==> config.mk <==
export PLATFORM = sky130hd
export DESIGN_NAME = swrst_ctrl
export DESIGN_NICKNAME = d
export VERILOG_FILES = /design/src/rtl/swrst_pkg.sv /design/src/rtl/swrst_strap_latch.sv /design/src/rtl/swrst_bus_fsm.sv /design/src/rtl/swrst_tgt_decode.sv /design/src/rtl/swrst_core_fsm.sv /design/src/rtl/swrst_ctrl.sv
export SDC_FILE = /design/constraint.sdc
export NUM_CORES = 1
export LEC_CHECK = 0
export BUFFER_PORTS_ARGS = -buffer_cell sky130_fd_sc_hd__buf_4
export CAP_MARGIN = 20
export CORE_UTILIZATION = 45
export CTS_BUF_LIST = sky130_fd_sc_hd__clkbuf_4
export DETAILED_ROUTE_END_ITERATION = 7
export GPL_ROUTABILITY_DRIVEN = 0
export GPL_TIMING_DRIVEN = 0
export PLACE_DENSITY = 0.69
export SKIP_LAST_GASP = 1
export SLEW_MARGIN = 0
export SYNTH_ARGS = -nofsm -noshare
export SYNTH_HDL_FRONTEND = slang
export SYNTH_SLANG_ARGS = --single-unit
==> constraint.sdc <==
create_clock -name clk -period 1.6 [get_ports clk]
set_input_delay 0.16 -clock clk [delete_from_list [all_inputs] [get_ports clk]]
set_output_delay 0.16 -clock clk [all_outputs]
set_load 0.05 [all_outputs]
==> src/rtl/swrst_pkg.sv <==
package swrst_pkg;
    typedef enum logic {
        BUS_IDLE,
        BUS_PULSE
    } bus_state_e;

    typedef enum logic [1:0] {
        CORE_RUN,
        CORE_PULSE,
        CORE_HELD
    } core_state_e;
endpackage

==> src/rtl/swrst_strap_latch.sv <==
module swrst_strap_latch #(
    parameter int STRAPW = 4
) (
    input  logic              clk,
    input  logic              rst_n,
    input  logic [STRAPW-1:0] strap_in,
    output logic              lock_o,
    output logic [STRAPW-1:0] strap_q_o
);
    logic              lock_q;
    logic [STRAPW-1:0] strap_q;

    // Lock comes up at the first edge after the fundamental reset ends.
    always_ff @(posedge clk or negedge rst_n) begin
        if (!rst_n) lock_q <= 1'b0;
        else        lock_q <= 1'b1;
    end

    // Straps follow the pins until the lock is set, then freeze.
    always_ff @(posedge clk) begin
        if (!lock_q) strap_q <= strap_in;
    end

    assign lock_o    = lock_q;
    assign strap_q_o = strap_q;
endmodule

==> src/rtl/swrst_bus_fsm.sv <==
module swrst_bus_fsm
    import swrst_pkg::*;
#(
    parameter int BUS_MIN = 16
) (
    input  logic clk,
    input  logic rst_n,
    input  logic req_i,
    output logic pulse_o
);
    localparam int CW = $clog2(BUS_MIN + 1);
    localparam logic [CW-1:0] LAST = CW'(BUS_MIN - 1);

    bus_state_e    state_q, state_d;
    logic [CW-1:0] cnt_q, cnt_d;

    always_ff @(posedge clk or negedge rst_n) begin
        if (!rst_n) begin
            state_q <= BUS_IDLE;
            cnt_q   <= '0;
        end else begin
            state_q <= state_d;
            cnt_q   <= cnt_d;
        end
    end

    always_comb begin
        state_d = state_q;
        cnt_d   = cnt_q;
        unique case (state_q)
            BUS_IDLE: begin
                if (req_i) begin          // start
                    state_d = BUS_PULSE;
                    cnt_d   = '0;
                end
            end
            BUS_PULSE: begin
                // Requests seen here are absorbed into the running pulse.
                if (cnt_q == LAST) begin  // finish
                    state_d = BUS_IDLE;
                    cnt_d   = '0;
                end else begin
                    cnt_d = cnt_q + 1'b1;
                end
            end
            default: begin
                state_d = BUS_IDLE;
                cnt_d   = '0;
            end
        endcase
    end

    always_comb begin
        pulse_o = (state_q == BUS_PULSE);
    end
endmodule

==> src/rtl/swrst_tgt_decode.sv <==
module swrst_tgt_decode #(
    parameter int NCORE = 2,
    parameter int IDW   = 2
) (
    input  logic             tgt_req,
    input  logic [IDW-1:0]   tgt_src,
    input  logic [IDW-1:0]   tgt_dst,
    input  logic [NCORE-1:0] core_busy_i,
    output logic [NCORE-1:0] hit_o
);
    logic src_ok;

    // The source must name an existing core that is currently running.
    always_comb begin
        src_ok = 1'b0;
        for (int i = 0; i < NCORE; i++) begin
            if (tgt_src == IDW'(i) && !core_busy_i[i]) src_ok = 1'b1;
        end
    end

    for (genvar g = 0; g < NCORE; g++) begin : g_hit
        assign hit_o[g] = tgt_req && src_ok && (tgt_dst == IDW'(g));
    end
endmodule

==> src/rtl/swrst_core_fsm.sv <==
module swrst_core_fsm
    import swrst_pkg::*;
#(
    parameter int CORE_MIN = 8
) (
    input  logic clk,
    input  logic rst_n,
    input  logic hold_i,
    input  logic hit_i,
    output logic busy_o
);
    localparam int CW = $clog2(CORE_MIN + 1);
    localparam logic [CW-1:0] LAST = CW'(CORE_MIN - 1);

    core_state_e   state_q, state_d;
    logic [CW-1:0] cnt_q, cnt_d;

    // Cleared only by the fundamental reset, never by the core reset it drives.
    always_ff @(posedge clk or negedge rst_n) begin
        if (!rst_n) begin
            state_q <= CORE_RUN;
            cnt_q   <= '0;
        end else begin
            state_q <= state_d;
            cnt_q   <= cnt_d;
        end
    end

    always_comb begin
        state_d = state_q;
        cnt_d   = cnt_q;
        unique case (state_q)
            CORE_RUN: begin
                if (hold_i) begin               // hold
                    state_d = CORE_HELD;
                end else if (hit_i) begin       // hit
                    state_d = CORE_PULSE;
                    cnt_d   = '0;
                end
            end
            CORE_PULSE: begin
                if (hold_i) begin               // hold
                    state_d = CORE_HELD;
                    cnt_d   = '0;
                end else if (cnt_q == LAST) begin  // expire
                    state_d = CORE_RUN;
                    cnt_d   = '0;
                end else begin
                    cnt_d = cnt_q + 1'b1;
                end
            end
            CORE_HELD: begin
                if (!hold_i) state_d = CORE_RUN;  // release
            end
            default: begin
                state_d = CORE_RUN;
                cnt_d   = '0;
            end
        endcase
    end

    always_comb begin
        busy_o = (state_q != CORE_RUN);
    end
endmodule

==> src/rtl/swrst_ctrl.sv <==
module swrst_ctrl #(
    parameter int NCORE    = 2,
    parameter int IDW      = 2,
    parameter int STRAPW   = 4,
    parameter int BUS_MIN  = 16,
    parameter int CORE_MIN = 8
) (
    input  logic              clk,
    input  logic              rst_n,
    input  logic              coord_wr,
    input  logic              wdt_expire,
    input  logic [NCORE-1:0]  hold_core,
    input  logic              tgt_req,
    input  logic [IDW-1:0]    tgt_src,
    input  logic [IDW-1:0]    tgt_dst,
    input  logic [STRAPW-1:0] strap_in,
    output logic              bus_rst_o,
    output logic              cfg_rst_o,
    output logic [NCORE-1:0]  core_rst_o,
    output logic              strap_lock_o,
    output logic [STRAPW-1:0] strap_q_o
);
    logic             lock;
    logic             bus_pulse;
    logic [NCORE-1:0] hit;
    logic [NCORE-1:0] busy;

    swrst_strap_latch #(.STRAPW(STRAPW)) u_strap (
        .clk       (clk),
        .rst_n     (rst_n),
        .strap_in  (strap_in),
        .lock_o    (lock),
        .strap_q_o (strap_q_o)
    );

    swrst_bus_fsm #(.BUS_MIN(BUS_MIN)) u_bus (
        .clk     (clk),
        .rst_n   (rst_n),
        .req_i   (coord_wr | wdt_expire),
        .pulse_o (bus_pulse)
    );

    swrst_tgt_decode #(.NCORE(NCORE), .IDW(IDW)) u_dec (
        .tgt_req     (tgt_req),
        .tgt_src     (tgt_src),
        .tgt_dst     (tgt_dst),
        .core_busy_i (core_rst_o),
        .hit_o       (hit)
    );

    for (genvar g = 0; g < NCORE; g++) begin : g_core
        swrst_core_fsm #(.CORE_MIN(CORE_MIN)) u_core (
            .clk    (clk),
            .rst_n  (rst_n),
            .hold_i (hold_core[g]),
            .hit_i  (hit[g]),
            .busy_o (busy[g])
        );
    end

    // Configuration space follows only the fundamental reset.
    assign cfg_rst_o    = ~lock;
    assign strap_lock_o = lock;
    assign bus_rst_o    = cfg_rst_o | bus_pulse;
    assign core_rst_o   = {NCORE{cfg_rst_o}} | busy;
endmodule

# Word level (Yosys, flattened, before mapping)

Index checks and enable logic that the tools add are counted.

Add/subtract/negate cells: 3
Eq/ne operators: 20
Multiplexer cells: 30
Bitwise gates (word level): 7
Reductions and logical operators: 17

Operator list:

| kind                | count |
|---|---|
| $mux 4              | 8 |
| $pmux 4 s3          | 2 |
| $mux 2              | 10 |
| $ne 3x2->1 const B  | 4 |
| $pmux 2 s3          | 2 |
| $reduce_and 3->1    | 4 |
| $mux 5              | 2 |
| $pmux 5 s2          | 1 |
| $add 4x1->4 const B | 2 |
| $eq 2x1->1 const B  | 4 |
| $eq 4x3->1 const B  | 2 |
| $logic_not 2->1     | 4 |
| $ne 2x2->1 const B  | 4 |
| $ne 2x1->1 const B  | 3 |
| $add 5x1->5 const B | 1 |
| $eq 5x4->1 const B  | 1 |
| $logic_and 1x1->1   | 5 |
| $eq 2x2->1 const B  | 2 |
| $mux 1              | 4 |
| $not 1->1           | 4 |
| $reduce_bool 2->1   | 2 |
| $logic_not 1->1     | 2 |
| $or 1x1->1          | 2 |
| $or 2x2->2          | 1 |
| $pmux 1 s2          | 1 |

Register bits after elaboration: 23
Bits of input ports: 15
Output and inout port bits: 9
Word-level logic and storage cells: 85

# Longest topological paths before layout

Word-level depth: 11
Depth in mapped cells: 5

# Modules after synthesis

From an unflattened synthesis, not the netlist that was laid out.

Cell total of the unflattened synthesis: 96
Area total of the unflattened synthesis: 1,106.1 µm²

By module, submodules not included:

| module            | times used | cells an instance | area an instance (µm²) |
|---|---|---|---|
| swrst_core_fsm    | 2          | 27                | 311.5 |
| swrst_bus_fsm     | 1          | 25                | 264.0 |
| swrst_strap_latch | 1          | 7                 | 152.6 |
| swrst_tgt_decode  | 1          | 5                 | 37.5 |
| swrst_ctrl        | 1          | 5                 | 28.8 |

# Worst setup path after synthesis

OpenSTA, ideal clock, no wires.

Kind: register to register
Start point: register u_strap.lock_q (netlist: u_strap.lock_o)
End point: register g_core[0].u_core.cnt_q[2]
Arrival time: 1.935 ns
Data required time: 1.479 ns
Path slack: -0.456 ns
Cell stages (with the launch flop): 5
Period minus slack after synthesis: 2.056 ns
Cells stage by stage: dfrtp_1 -> inv_2 -> or4_4 -> o21ba_4 -> a22o_1

Word-level cells in the longest chain between the ends: 10
Elaborated cells between the ends (all ways): 12
Those cells by class: 1 x eq/ne; 2 x mux; 2 x bitwise; 7 x reduce/logical

RTL lines:

| what                               | line                    | RTL |
|---|---|---|
| start: declaration                 | swrst_strap_latch.sv:10 | `logic lock_q;` |
| start signal: assignment           | swrst_strap_latch.sv:15 | `if (!rst_n) lock_q <= 1'b0;` |
| start signal: assignment           | swrst_strap_latch.sv:16 | `else lock_q <= 1'b1;` |
| $not 1->1 (*)                      | swrst_ctrl.sv:62        | `assign cfg_rst_o = ~lock;` |
| via cfg_rst_o                      | swrst_ctrl.sv:18        | `output logic cfg_rst_o,` |
| $or 2x2->2 (*)                     | swrst_ctrl.sv:65        | `assign core_rst_o = {NCORE{cfg_rst_o}} \| busy;` |
| $logic_not 1->1                    | swrst_tgt_decode.sv:17  | `if (tgt_src == IDW'(i) && !core_busy_i[i]) src_ok = 1'b1;` |
| $logic_and 1x1->1                  | swrst_tgt_decode.sv:17  |  |
| $mux 1                             | swrst_tgt_decode.sv:17  |  |
| $mux 1 (*)                         | swrst_tgt_decode.sv:17  |  |
| $logic_and 1x1->1 (*) (2 in a row) | swrst_tgt_decode.sv:22  | `assign hit_o[g] = tgt_req && src_ok && (tgt_dst == IDW'(g));` |
| $ne 2x1->1 (no line) (*)           | n/a                     |  |
| $reduce_and 3->1 (no line) (*)     | n/a                     |  |
| end signal: assignment             | swrst_core_fsm.sv:25    | `cnt_q <= cnt_d;` |
| end: declaration                   | swrst_core_fsm.sv:16    | `logic [CW-1:0] cnt_q, cnt_d;` |

The timed path passes the listed nets; every way through them passes the cells marked *.
A chain may end at the register's enable or synchronous reset.

# Worst setup path after layout

Start point: register u_strap.lock_q (netlist: u_strap.lock_o)
End point: register g_core[0].u_core.cnt_q[2]

Word-level cells in the longest chain between the ends: 10
Elaborated cells between the ends (all ways): 12
Those cells by class: 1 x eq/ne; 2 x mux; 2 x bitwise; 7 x reduce/logical

RTL lines:

| what                               | line |
|---|---|
| $not 1->1 (*)                      | swrst_ctrl.sv:62 |
| $or 2x2->2 (*)                     | swrst_ctrl.sv:65 |
| $logic_not 1->1                    | swrst_tgt_decode.sv:17 |
| $logic_and 1x1->1                  | swrst_tgt_decode.sv:17 |
| $mux 1                             | swrst_tgt_decode.sv:17 |
| $mux 1 (*)                         | swrst_tgt_decode.sv:17 |
| $logic_and 1x1->1 (*) (2 in a row) | swrst_tgt_decode.sv:22 |
| $ne 2x1->1 (no line) (*)           | n/a |
| $reduce_and 3->1 (no line) (*)     | n/a |

Mark *: on every way between the ends. The rest lies on a longest branch, timed or not.

==> out/qor.log <==
INFO  global_route   grt_start_max_net_pins=20
INFO  cts            clk_pin_slew=120ps
INFO  cts            numClockSinks=23
INFO  global_route   first_global_vias=721
INFO  routing        dr.first_iter.drc_count=11
INFO  critical_path  critical_path.top_delay_family=simple AND/OR/NAND/NOR gates
INFO  cts            clk-insertion-delay-late=300ps
INFO  final_layout   drive_gt1_share=32.48%
INFO  timing         setup_viol=0
INFO  routing        route.antenna.remaining_nets=0
INFO  critical_path  critPathMaxFanout=8
INFO  synthesis      synth.lib_cells_used.distinct=25
INFO  run_status     outcome=finished, final reports clean
INFO  routing        wire_per_inst=13.08µm
INFO  critical_path  criticalPathCategory=reg -> reg
INFO  final_layout   area.growth.synth_to_final=27.81%
INFO  critical_path  worst_ep_arrival_time=1720ps
INFO  die            floorplan.core_area=0.002042mm²
INFO  critical_path  worst_r2r_path_depth=4
INFO  timing         worst_slew_margin_rel=60.90%
INFO  critical_path  timing.critical_path.from=u_strap.lock_o
INFO  timing         min_period_over_period=95.15%
INFO  timing         tightestPinTransition=582.0ps
INFO  critical_path  worst_path_largest_cell_delay=480ps
INFO  global_route   grt_first_pass_wirelength=3.153mm
INFO  power          peakVddDrop=534.7µV
INFO  critical_path  worst_r2r_endpoint=g_core[0].u_core.cnt_q[2]
INFO  global_route   grt_util_met2=26.58%
INFO  final_layout   post_layout_nonfiller_instances=144
INFO  placement      place.detailed.hpwl=1.384mm
INFO  global_route   met1_usage=23.90%
INFO  routing        remaining_drc_errors=0
INFO  run            drv_cap=0
INFO  critical_path  crit_chain=inv_8 > or4_4 > o21ba_4 > a22o_1
INFO  timing         period_minus_slack=1522ps
INFO  power          cell_area_power_density=985.3mW/mm²
INFO  global_route   grt_antenna_before_repair=0
INFO  die            die-area=0.002475mm²
INFO  critical_path  number_of_cells_on_the_critical_path=4
INFO  placement      number_of_port_buffers=23
INFO  cts            clock_tree_from_tritoncts=built
INFO  critical_path  critical_path.slowest_cell=or4_4
INFO  die            fp.dieW=49.75µm
INFO  global_route   gr-max-usage-layer=met2
INFO  die            die_y=49.75µm
INFO  cts            ctsLongestPathBuffers=2
INFO  critical_path  critPathLaunchType=flop
INFO  final_layout   most-common-layout-cells=buf_4 (22), dfrtp_1 (18), nand2_1 (7), o21ai_0 (7)
INFO  global_route   globalRouteTotalUtil=17.13%
INFO  routing        detail_route.vias_per_cell=5.389
INFO  cts            cts_buffers=3
INFO  synthesis      ys_seq_elements=23
INFO  synthesis      synth.net_count=106
INFO  global_route   grt_util_met3=2.469%
INFO  die            ios=24
INFO  timing         max_freq=656.9MHz
INFO  timing         clock-skew-final=4.416ps
INFO  power          power_leakage=0.6235nW
INFO  die            initial_core_util=50.25%
INFO  placement      placed_cells_incl_taps=138
INFO  critical_path  crit_path_end=g_core[0].u_core.cnt_q[2]
INFO  global_route   globalRoute.totalOverflow=0
INFO  hold_path      worst_hold_path_type=in -> reg
INFO  synthesis      synth-seq-area-share=58.05%
INFO  critical_path  startpoint_of_the_lowest_slack_register_to_register_path=u_strap.lock_o
INFO  timing         timing.final.max_slew_violations=0
INFO  timing         report.final.hold_viol_count=0
INFO  die            fp-row-count=16
INFO  final_layout   mostFrequentLayoutCell=buf_4
INFO  routing        routed_vias=776
INFO  final_layout   fillCellCount=182
INFO  critical_path  critPathBufInv=1
INFO  power          report.power.total=1.292mW
INFO  synthesis      mappedNetlistArea=0.001026mm²
INFO  routing        route.final.wire_length=1.883mm
INFO  cts            ctsHtreeMaxLevel=1
INFO  synthesis      syn_inst=88
INFO  final_layout   fin_nets=136
INFO  timing         rsz0062_at_grt=no
INFO  synthesis      count_of_synthesis_stage_warnings_from_yosys=0
INFO  critical_path  regToRegSetupSlack=80ps
INFO  cts            clk_root_buffer_cell=clkbuf_4
INFO  final_layout   antenna-diode-count=0
INFO  critical_path  cp-end-kind=flop
INFO  critical_path  timing.critical_path.required=1800ps
INFO  synthesis      syn_avg_cell_area=11.66µm²
INFO  routing        number_of_optimization_iterations_in_the_first_detailed_route_pass=4
==> metal layers <==
metal | share of wire (%) | wire [µm]
met5 | 0 | 0
met4 | 0.74 | 14
met3 | 5.4 | 102
met2 | 45 | 838
met1 | 49 | 927
==> report_power, final <==
| part | switching (mW) | internal (mW) |
|---|---|---|
| Sequential | 0.0671 | 0.668 |
| Combinational | 0.145 | 0.136 |
| Clock | 0.162 | 0.114 |
==> repair_timing <==
item	CTS	global route
setup endpoints to repair	2	2
endpoints found under the hold margin	19	0
hold buffers	1	0
buffers inserted	1	0
resized for setup	2	4
==> kinds of logic (layout without fill, tap and decap cells) <==
kind of cell | count (synthesis) | after routing | share of synthesized area [%]
other cells | 1 | 1 | 0.3655
buf+inv | 1 | 30 | 0.3655
compound gates | 27 | 27 | 18.90
fa+ha+maj | 3 | 3 | 3.659
flops | 23 | 23 | 58.05
simple gates | 30 | 30 | 16.10
xor+xnor | 3 | 3 | 2.561
==> final cells by class <==
type | instances | area (µm²) | share of cell area (%)
sequential | 23 | 596.8 | 45.52
clock buffer | 4 | 30.03 | 2.290
multi-input combinational | 64 | 434.2 | 33.11
timing repair buffer | 25 | 205.2 | 15.65
inverter | 1 | 11.26 | 0.8588
tap | 27 | 33.78 | 2.576
==> synthesized netlist by cell type (all sizes together) <==
library cell	count	area [µm²]
or4	1	11.26
o21ai	8	43.79
nor3b	4	30.03
nand3	5	25.02
or2b	1	7.510
o31ai	2	15.01
a21boi	2	15.01
conb	1	3.750
a21oi	4	20.02
nor2	4	15.01
edfxtp	4	120.1
nand2	7	26.28
o21ba	2	26.28
or3	2	15.01
inv	1	3.750
nor2b	2	12.51
ha	3	37.54
nor3	2	10.01
or2	2	12.51
xor2	3	26.28
a21o	4	30.03
dfrtp	19	475.5
a22o	5	43.79
==> worst reg2reg max path: stages, from the launching register on <==
cell	delay (ps)
dfrtp_2	440
inv_8	60
or4_4	480
o21ba_4	230
a22o_1	220
==> how the worst min path moves through the flow <==
stage	startpoint	to	depth (start not counted)
after global placement	rst_n	g_core[1].u_core.cnt_q[0]	1
after global routing	strap_in[1]	u_strap.strap_q_o[1]	1
after detailed placement	rst_n	g_core[1].u_core.cnt_q[0]	1
after floorplan	rst_n	g_core[0].u_core.cnt_q[0]	0
final	strap_in[1]	u_strap.strap_q_o[1]	1
after CTS	strap_in[0]	u_strap.strap_q_o[0]	1
==> sequential cells by signal, summed over array words and instances, names as in the netlist <==
signal	flops
g_core.u_core.cnt_q	8
u_bus.cnt_q	5
g_core.u_core.state_q	4
u_strap.strap_q_o	4
u_bus.pulse_o	1
u_strap.lock_o	1
==> per-stage QoR <==
| step | setup TNS, ps | cell area, µm² | hold WS (ps) | utilization (%) | setup slack (ps) |
|---|---|---|---|---|---|
| after floorplan | -336.7 | 1035 | -135.6 | - | -118.4 |
| after global placement | 0 | 1241 | 46.61 | 60.78 | 76.47 |
| after detailed placement | 0 | 1241 | 52.44 | 60.78 | 56.88 |
| after CTS | -0.7602 | 1296 | 22.25 | 63.48 | -0.7602 |
| after global routing | 0 | 1311 | 9.838 | 64.22 | 45.48 |
| final | 0 | 1311 | 26.55 | 64.22 | 77.63 |
Note: power is estimated with default switching activity, not from simulation.
